==> src/rtl/i2c_ctrl_slave.sv <==
module i2c_ctrl_slave #(
  parameter logic [6:0] DEV_ADDR = 7'b1100000,
  parameter int         VOL_W    = 6
) (
  input  logic             clk,
  input  logic             rst_n,
  input  logic             scl_i,
  input  logic             sda_i,
  output logic             sda_oe,
  output logic             pump_en,
  output logic             amp_l_en,
  output logic             amp_r_en,
  output logic             mono_sum,
  output logic             bias_en,
  output logic             mute_l,
  output logic             mute_r,
  output logic [VOL_W-1:0] vol_code
);
  localparam int BYTE_W = VOL_W + 2;
  localparam int REG_W  = BYTE_W - 1;
  localparam int CNT_W  = $clog2(BYTE_W + 1);
  localparam logic [CNT_W-1:0] FULL = CNT_W'(BYTE_W);

  typedef enum logic [2:0] {S_IDLE, S_ADDR, S_ACKA, S_DATA, S_ACKD, S_SKIP} st_t;

  logic [1:0]        scl_sync, sda_sync;
  logic              scl_q, sda_q;
  logic [BYTE_W-1:0] sh;
  logic [CNT_W-1:0]  cnt;
  logic [REG_W-1:0]  mode_r, vol_r;
  st_t               st;

  wire scl_s     = scl_sync[1];
  wire sda_s     = sda_sync[1];
  wire scl_rise  = scl_s & ~scl_q;
  wire scl_fall  = ~scl_s & scl_q;
  wire start_c   = scl_s & scl_q & sda_q & ~sda_s;
  wire stop_c    = scl_s & scl_q & ~sda_q & sda_s;
  wire addr_hit  = (sh[BYTE_W-1:1] == DEV_ADDR) && !sh[0];

  always_ff @(posedge clk or negedge rst_n) begin
    if (!rst_n) begin
      scl_sync <= '1;
      sda_sync <= '1;
      scl_q    <= 1'b1;
      sda_q    <= 1'b1;
      sh       <= '0;
      cnt      <= '0;
      st       <= S_IDLE;
      mode_r   <= '0;
      vol_r    <= REG_W'(1) << (REG_W - 1);
    end else begin
      scl_sync <= {scl_sync[0], scl_i};
      sda_sync <= {sda_sync[0], sda_i};
      scl_q    <= scl_s;
      sda_q    <= sda_s;
      if (start_c) begin
        st  <= S_ADDR;
        cnt <= '0;
      end else if (stop_c) begin
        st <= S_IDLE;
      end else begin
        case (st)
          S_ADDR, S_DATA: begin
            if (scl_rise && cnt != FULL) begin
              sh  <= {sh[BYTE_W-2:0], sda_s};
              cnt <= cnt + 1'b1;
            end else if (scl_fall && cnt == FULL) begin
              if (st == S_ADDR) begin
                st <= addr_hit ? S_ACKA : S_SKIP;
              end else begin
                st <= S_ACKD;
                if (sh[BYTE_W-1]) vol_r  <= sh[REG_W-1:0];
                else              mode_r <= sh[REG_W-1:0];
              end
            end
          end
          S_ACKA, S_ACKD: begin
            if (scl_fall) begin
              st  <= S_DATA;
              cnt <= '0;
            end
          end
          default: ;
        endcase
      end
    end
  end

  assign sda_oe = (st == S_ACKA) || (st == S_ACKD);

  wire g_off   = vol_r[REG_W-1];
  wire cp_only = mode_r[4];
  wire sd_l    = mode_r[6];
  wire sd_r    = mode_r[1];
  wire amps_ok = !g_off && !cp_only;

  assign pump_en  = !g_off;
  assign amp_l_en = amps_ok && !sd_l;
  assign amp_r_en = amps_ok && !sd_r;
  assign mono_sum = amps_ok && sd_r && !sd_l;
  assign bias_en  = amps_ok && !mode_r[5];
  assign mute_l   = mode_r[2];
  assign mute_r   = mode_r[0];
  assign vol_code = vol_r[VOL_W-1:0];


  gshdn_prio_chk: assert property (@(posedge clk) disable iff (!rst_n)
    !pump_en |-> !(amp_l_en || amp_r_en || bias_en || mono_sum));


  mono_route_chk: assert property (@(posedge clk) disable iff (!rst_n)
    mono_sum |-> (amp_l_en && !amp_r_en));


  ack_scl_low_chk: assert property (@(posedge clk) disable iff (!rst_n)
    $rose(sda_oe) |-> !scl_s);


  vol_update_chk: assert property (@(posedge clk) disable iff (!rst_n)
    !$stable(vol_code) |-> $past(scl_fall));


  mute_update_chk: assert property (@(posedge clk) disable iff (!rst_n)
    !$stable({mute_l, mute_r}) |-> $past(scl_fall));
endmodule

==> config.mk <==
export PLATFORM = sky130hd
export DESIGN_NAME = i2c_ctrl_slave
export DESIGN_NICKNAME = d
export VERILOG_FILES = /design/src/rtl/i2c_ctrl_slave.sv
export SDC_FILE = /design/constraint.sdc
export NUM_CORES = 1
export LEC_CHECK = 0
export BUFFER_PORTS_ARGS = -buffer_cell sky130_fd_sc_hd__clkbuf_2
export CORE_ASPECT_RATIO = 1.5
export CORE_MARGIN = 1.5
export CORE_UTILIZATION = 55
export DETAILED_ROUTE_END_ITERATION = 12
export PLACE_DENSITY_LB_ADDON = 0.1
export SYNTH_ARGS = -nofsm -noshare
export SYNTH_HDL_FRONTEND = slang
export SYNTH_SLANG_ARGS = --single-unit
==> constraint.sdc <==
create_clock -name clk -period 2.4 [get_ports clk]
set_input_delay 0.48 -clock clk [delete_from_list [all_inputs] [get_ports clk]]
set_output_delay 0.48 -clock clk [all_outputs]
set_load 0.1 [all_outputs]
* After elaboration in Yosys (flattened, before gate mapping)
Index checks and enable logic that the tools add are counted.
** Word-level totals
- Flip-flop bits (word level) :: 35
- Input bits :: 4
- Output and inout port bits :: 14
- Logic and storage cells :: 77
** Operators by class
- Add/sub/neg operators :: 1
- Mux-type cells :: 13
- Reductions and logical operators :: 25
- Equal/unequal tests :: 13
- Bitwise gates (word level) :: 16
** Operator list (count)
- $mux W3 :: 7
- $mux W4 :: 4
- $ne A4 B4 Y1 const B :: 4
- $reduce_and A7 Y1 :: 2
- $reduce_and A4 Y1 :: 3
- $logic_and A1 B1 Y1 :: 9
- $not A1 Y1 :: 9
- $pmux W4 S2 :: 1
- $and A1 B1 Y1 :: 7
- $eq A7 B7 Y1 const B :: 1
- $eq A3 B2 Y1 const B :: 2
- $logic_not A1 Y1 :: 6
- $ne A3 B3 Y1 const B :: 2
- $pmux W3 S2 :: 1
- $add A4 B1 Y4 const B :: 1
- $eq A4 B4 Y1 const B :: 1
- $reduce_bool A4 Y1 :: 1
- $reduce_or A2 Y1 :: 2
- $eq A3 B1 Y1 const B :: 1
- $eq A3 B3 Y1 const B :: 1
- $reduce_bool A3 Y1 :: 1
- $ne A2 B2 Y1 const B :: 1
- $logic_or A1 B1 Y1 :: 1

* Depth between registers and ports, before layout
- Depth after elaboration :: 9
- Mapped depth :: 7
- Mapped depth without buffers :: 6

* Worst setup path after synthesis
Ideal clock, no wire load.
- Path type :: flip-flop to output port
- From :: register vol_r[6]
- To :: output port mono_sum
- Path buffers :: 0
- Arrival :: 3.434 ns
- Path slack :: -1.514 ns
- Required time :: 1.920 ns
- Cell stages (with the launch flop) :: 3
- Cells stage by stage :: dfstp_2 -> nor3_1 -> and2_1
** On the way
- Word-level cells in the longest chain between the ends :: 4
** RTL lines
- from (decl) :: RTL line 30 : logic [REG_W-1:0] mode_r, vol_r;
- from (signal assigned) :: RTL line 51 : vol_r <= REG_W'(1) << (REG_W - 1);
- from (signal assigned) :: RTL line 73 : if (sh[BYTE_W-1]) vol_r <= sh[REG_W-1:0];
- $logic_not A1 Y1 :: RTL line 96 : wire amps_ok = !g_off && !cp_only;
- $logic_and A1 B1 Y1 :: RTL line 96
- $logic_and A1 B1 Y1 (2 in a row) :: RTL line 101 : assign mono_sum = amps_ok && sd_r && !sd_l;
- to (decl) :: RTL line 13 : output logic mono_sum,
No other way between the ends.

* Worst setup path after layout
- From :: register st[1]
- To :: output port sda_oe
** On the way
- Word-level cells in the longest chain between the ends :: 2
- Elaborated cells between the ends (all ways) :: 3
- Those cells by class :: eq/ne: 2; reduce/logical: 1
** RTL lines
- from (decl) :: RTL line 31 : st_t st;
- from (signal assigned) :: RTL line 70 : st <= addr_hit ? S_ACKA : S_SKIP;
- $eq A3 B2 Y1 / $eq A3 B3 Y1 (equally long branches) :: RTL line 90 : assign sda_oe = (st == S_ACKA) || (st == S_ACKD);
- $logic_or A1 B1 Y1 (*) :: RTL line 90
- to (decl) :: RTL line 9 : output logic sda_oe,
Every way passes the cells marked *; elsewhere a longest branch is shown, timed or not.

==> impl_metrics.toml <==
[run_status]
status = "completed"

[cells_and_area]
ff_latch_area_um2 = 859.6
antenna_cells = 0
nNetsFinal = 161
multi_input_area_um2 = 684.4
drive_gt1_frac = 0.3782
synthToLayoutAreaGrowth_pct = 12.58
fillers = 225
design_area_um2 = 1814

[clock_network]
ctsResizeCount = 0
clk_pin_slew_ns = 0.06
cts_inserted_buffers = 5
cts_tree = "done"
htreeDepth = 2
cts_setup_buffers = 0
cts_buffer_depth = 2
insertion_delay_ns = 0.28
cts_sinks = 34
cts-root-buf = "clkbuf_8"
holdBufCountCts = 0

[logic_synthesis]
syn_inst = 138
synth-compound-area-share = 0.07609
yosysTopAreaCellShare = 0.4193
synth_adder_area_share = 0.01553
async_flop_share = 1.000
synthesis.nets = 144
synth_edf_count = 0
synth_commonest_cells = "dfrtp_1 (27), nand2_1 (27), mux2_2 (13)"
synthMuxAreaShare = 0.1002
synth_top_family_by_area = "simple AND/OR/NAND/NOR gates"
synth_top_area_cell = "dfrtp_1"
syn_area_um2 = 1612
yosysUniqueCellTypes = 40
yosys_warnings = 0
ys.flop_type = "dfrtp_1"
yosysSeqAreaShare = 0.5334
avgSynthCellArea_um2 = 11.68
synth_area_leaders = "dfrtp_1 (42%), dfstp_2 (11%), mux2_2 (9.1%), nand2_1 (6.3%), buf_4 (3.7%)"
synth_seq_cells = 34
synth_xor_area_frac = 0.01087
yosys.area_share.simple = 0.2151

[placement]
globalplace.congestion = 0.9330
port-buffer-count = 17
place_area_um2 = 1704
dpl.hpwl_um = 2182

[global_routing]
grt_start_max_net_pins = 35
overflow = 0
grtUsageTotal = 0.2152
antenna_found_initial = 0
grt_pass1_wl_um = 5050
grt_pass1_vias = 1105

[floorplanning]
core_area_um2 = 2734
io_pins = 18
rows = 23
die_width_um = 47.20
die_h_um = 69.30
die_area_um2 = 3270
initial_core_util = 0.5895

[timing]
setup_viol = 0
final.setup.tns_ns = 0
skew_ns = 0.003346
grt_setup_unrepaired = "no"
finalCritPeriodShare = 0.9142
worst_pin_slew_ns = 0.8161
max_freq_mhz = 455.8
drv_slew = 0
maxSlewHeadroom = 0.4560
hold_viol = 0
layout_min_cycle_time_ns = 2.194

[drt]
totalWireLength_um = 2947
viasPerCell = 5.565
post_drt_wl_per_cell_um = 15.27
drc = 0
first_pass_iters = 4
ant_nets = 0
vias = 1074
drt_iter0_drc = 15

[setup_path]
start_kind = "flop"
worstPathArrival_ns = 1.71
crit_fanout = 6
startpoint = "st[1]$_DFFE_PN0P_"
r2r-start = "cnt[0]$_DFFE_PN0P_"
required_ns = 1.92
end_kind = "primary output"
path_class = "reg2out"

[worst_hold_path]
hp-start = "scl_i"
hold_path.class = "in2reg"

[power]
p_leak_nw = 0.9322
power.density_nw_per_um2 = 646.5
ir_worst_vdd_mv = 0.5379

[flow_run]
drv_cap = 0
[worst max-delay path: stages (launching register included)]
cell,delay (ns)
dfrtp_1,0.49
xnor2_1,0.18
or2_2,0.32
inv_1,0.13
buf_4,0.31
[report_power, final]
part	switching (mW)	internal [mW]	total, mW
Clock	0.192	0.289	0.481
Combinational	0.0386	0.0290	0.0675
Sequential	0.0264	0.598	0.624
[registers in the layout, summed over array words and instances (netlist names)]
register,count
sda_q,1
st,3
vol_r,7
scl_sync,2
sda_sync,2
sh,8
mode_r,6
cnt,4
scl_q,1
[stage by stage]
| step | worst slack, ns | total power [mW] | hold slack [ns] | util | cells |
|---|---|---|---|---|---|
| finish | 0.2060 | 1.173 | 0.2797 | 0.6636 | 193 |
| global route | 0.1462 | 1.225 | 0.2724 | 0.6636 | 193 |
| CTS | 0.2013 | 1.192 | 0.2712 | 0.6636 | 193 |
| detailed placement | 0.5053 | 0.7034 | 0.3497 | 0.6233 | 185 |
| global placement | 0.5798 | 0.7003 | 0.3456 | 0.6233 | 185 |
| floorplan | -0.5730 | 0.6733 | 0.1844 | - | 138 |
[path summary, 6_finish.rpt]
check                      cells past startpoint                    end  slack, ns
min                                            1  scl_sync[0]$_DFF_PN1_       0.28
min reg2reg                                    0  sda_sync[1]$_DFF_PN1_       0.36
max reg2reg                                    6   vol_r[3]$_DFFE_PN0P_       0.58
min in group asynchronous                      1      st[0]$_DFFE_PN0P_       0.29
max                                            4                 sda_oe       0.21
max in group asynchronous                      1      sh[1]$_DFFE_PN0P_       1.60
[kinds of logic (layout without fill, tap and decap cells)]
kind of cell,Yosys count,in the layout
flops,34,34
xor+xnor,2,2
buf+inv,13,31
compound gates,17,17
mux,14,14
simple gates,56,56
fa+ha+maj,2,2
[layout make-up]
class	instances	share of cell area
Sequential cell	34	0.4738
Inverter	5	0.01034
Clock buffer	8	0.06069
Tap cell	37	0.02552
Timing Repair Buffer	18	0.05241
Multi-Input combinational cell	91	0.3772
[layer usage]
metal / GRT usage / vias up / wire length (um)
met4: 0.08025 / 0 / 44
met3: 0.04688 / 5 / 80
li1: - / 505 / -
met5: 0 / - / 0
met2: 0.3714 / 16 / 1618
met1: 0.2442 / 548 / 1204
[placed cells by master (no fill, tap or decap), types with 2 or more instances in the layout]
| cell type | count |
|---|---|
| a21oi_1 | 4 |
| a31o_2 | 2 |
| buf_4 | 2 |
| clkbuf_2 | 16 |
| clkbuf_8 | 8 |
| dfrtp_1 | 27 |
| dfstp_2 | 7 |
| ha_1 | 2 |
| inv_1 | 5 |
| mux2_2 | 13 |
| nand2_1 | 27 |
| nand2b_1 | 3 |
| nand3b_1 | 2 |
| nand3b_4 | 2 |
| nor2_1 | 4 |
| nor3_1 | 2 |
| nor3_4 | 2 |
| o31ai_1 | 2 |
| or2_2 | 2 |
| xnor2_1 | 2 |
Note: power is estimated with default switching activity, not from simulation.
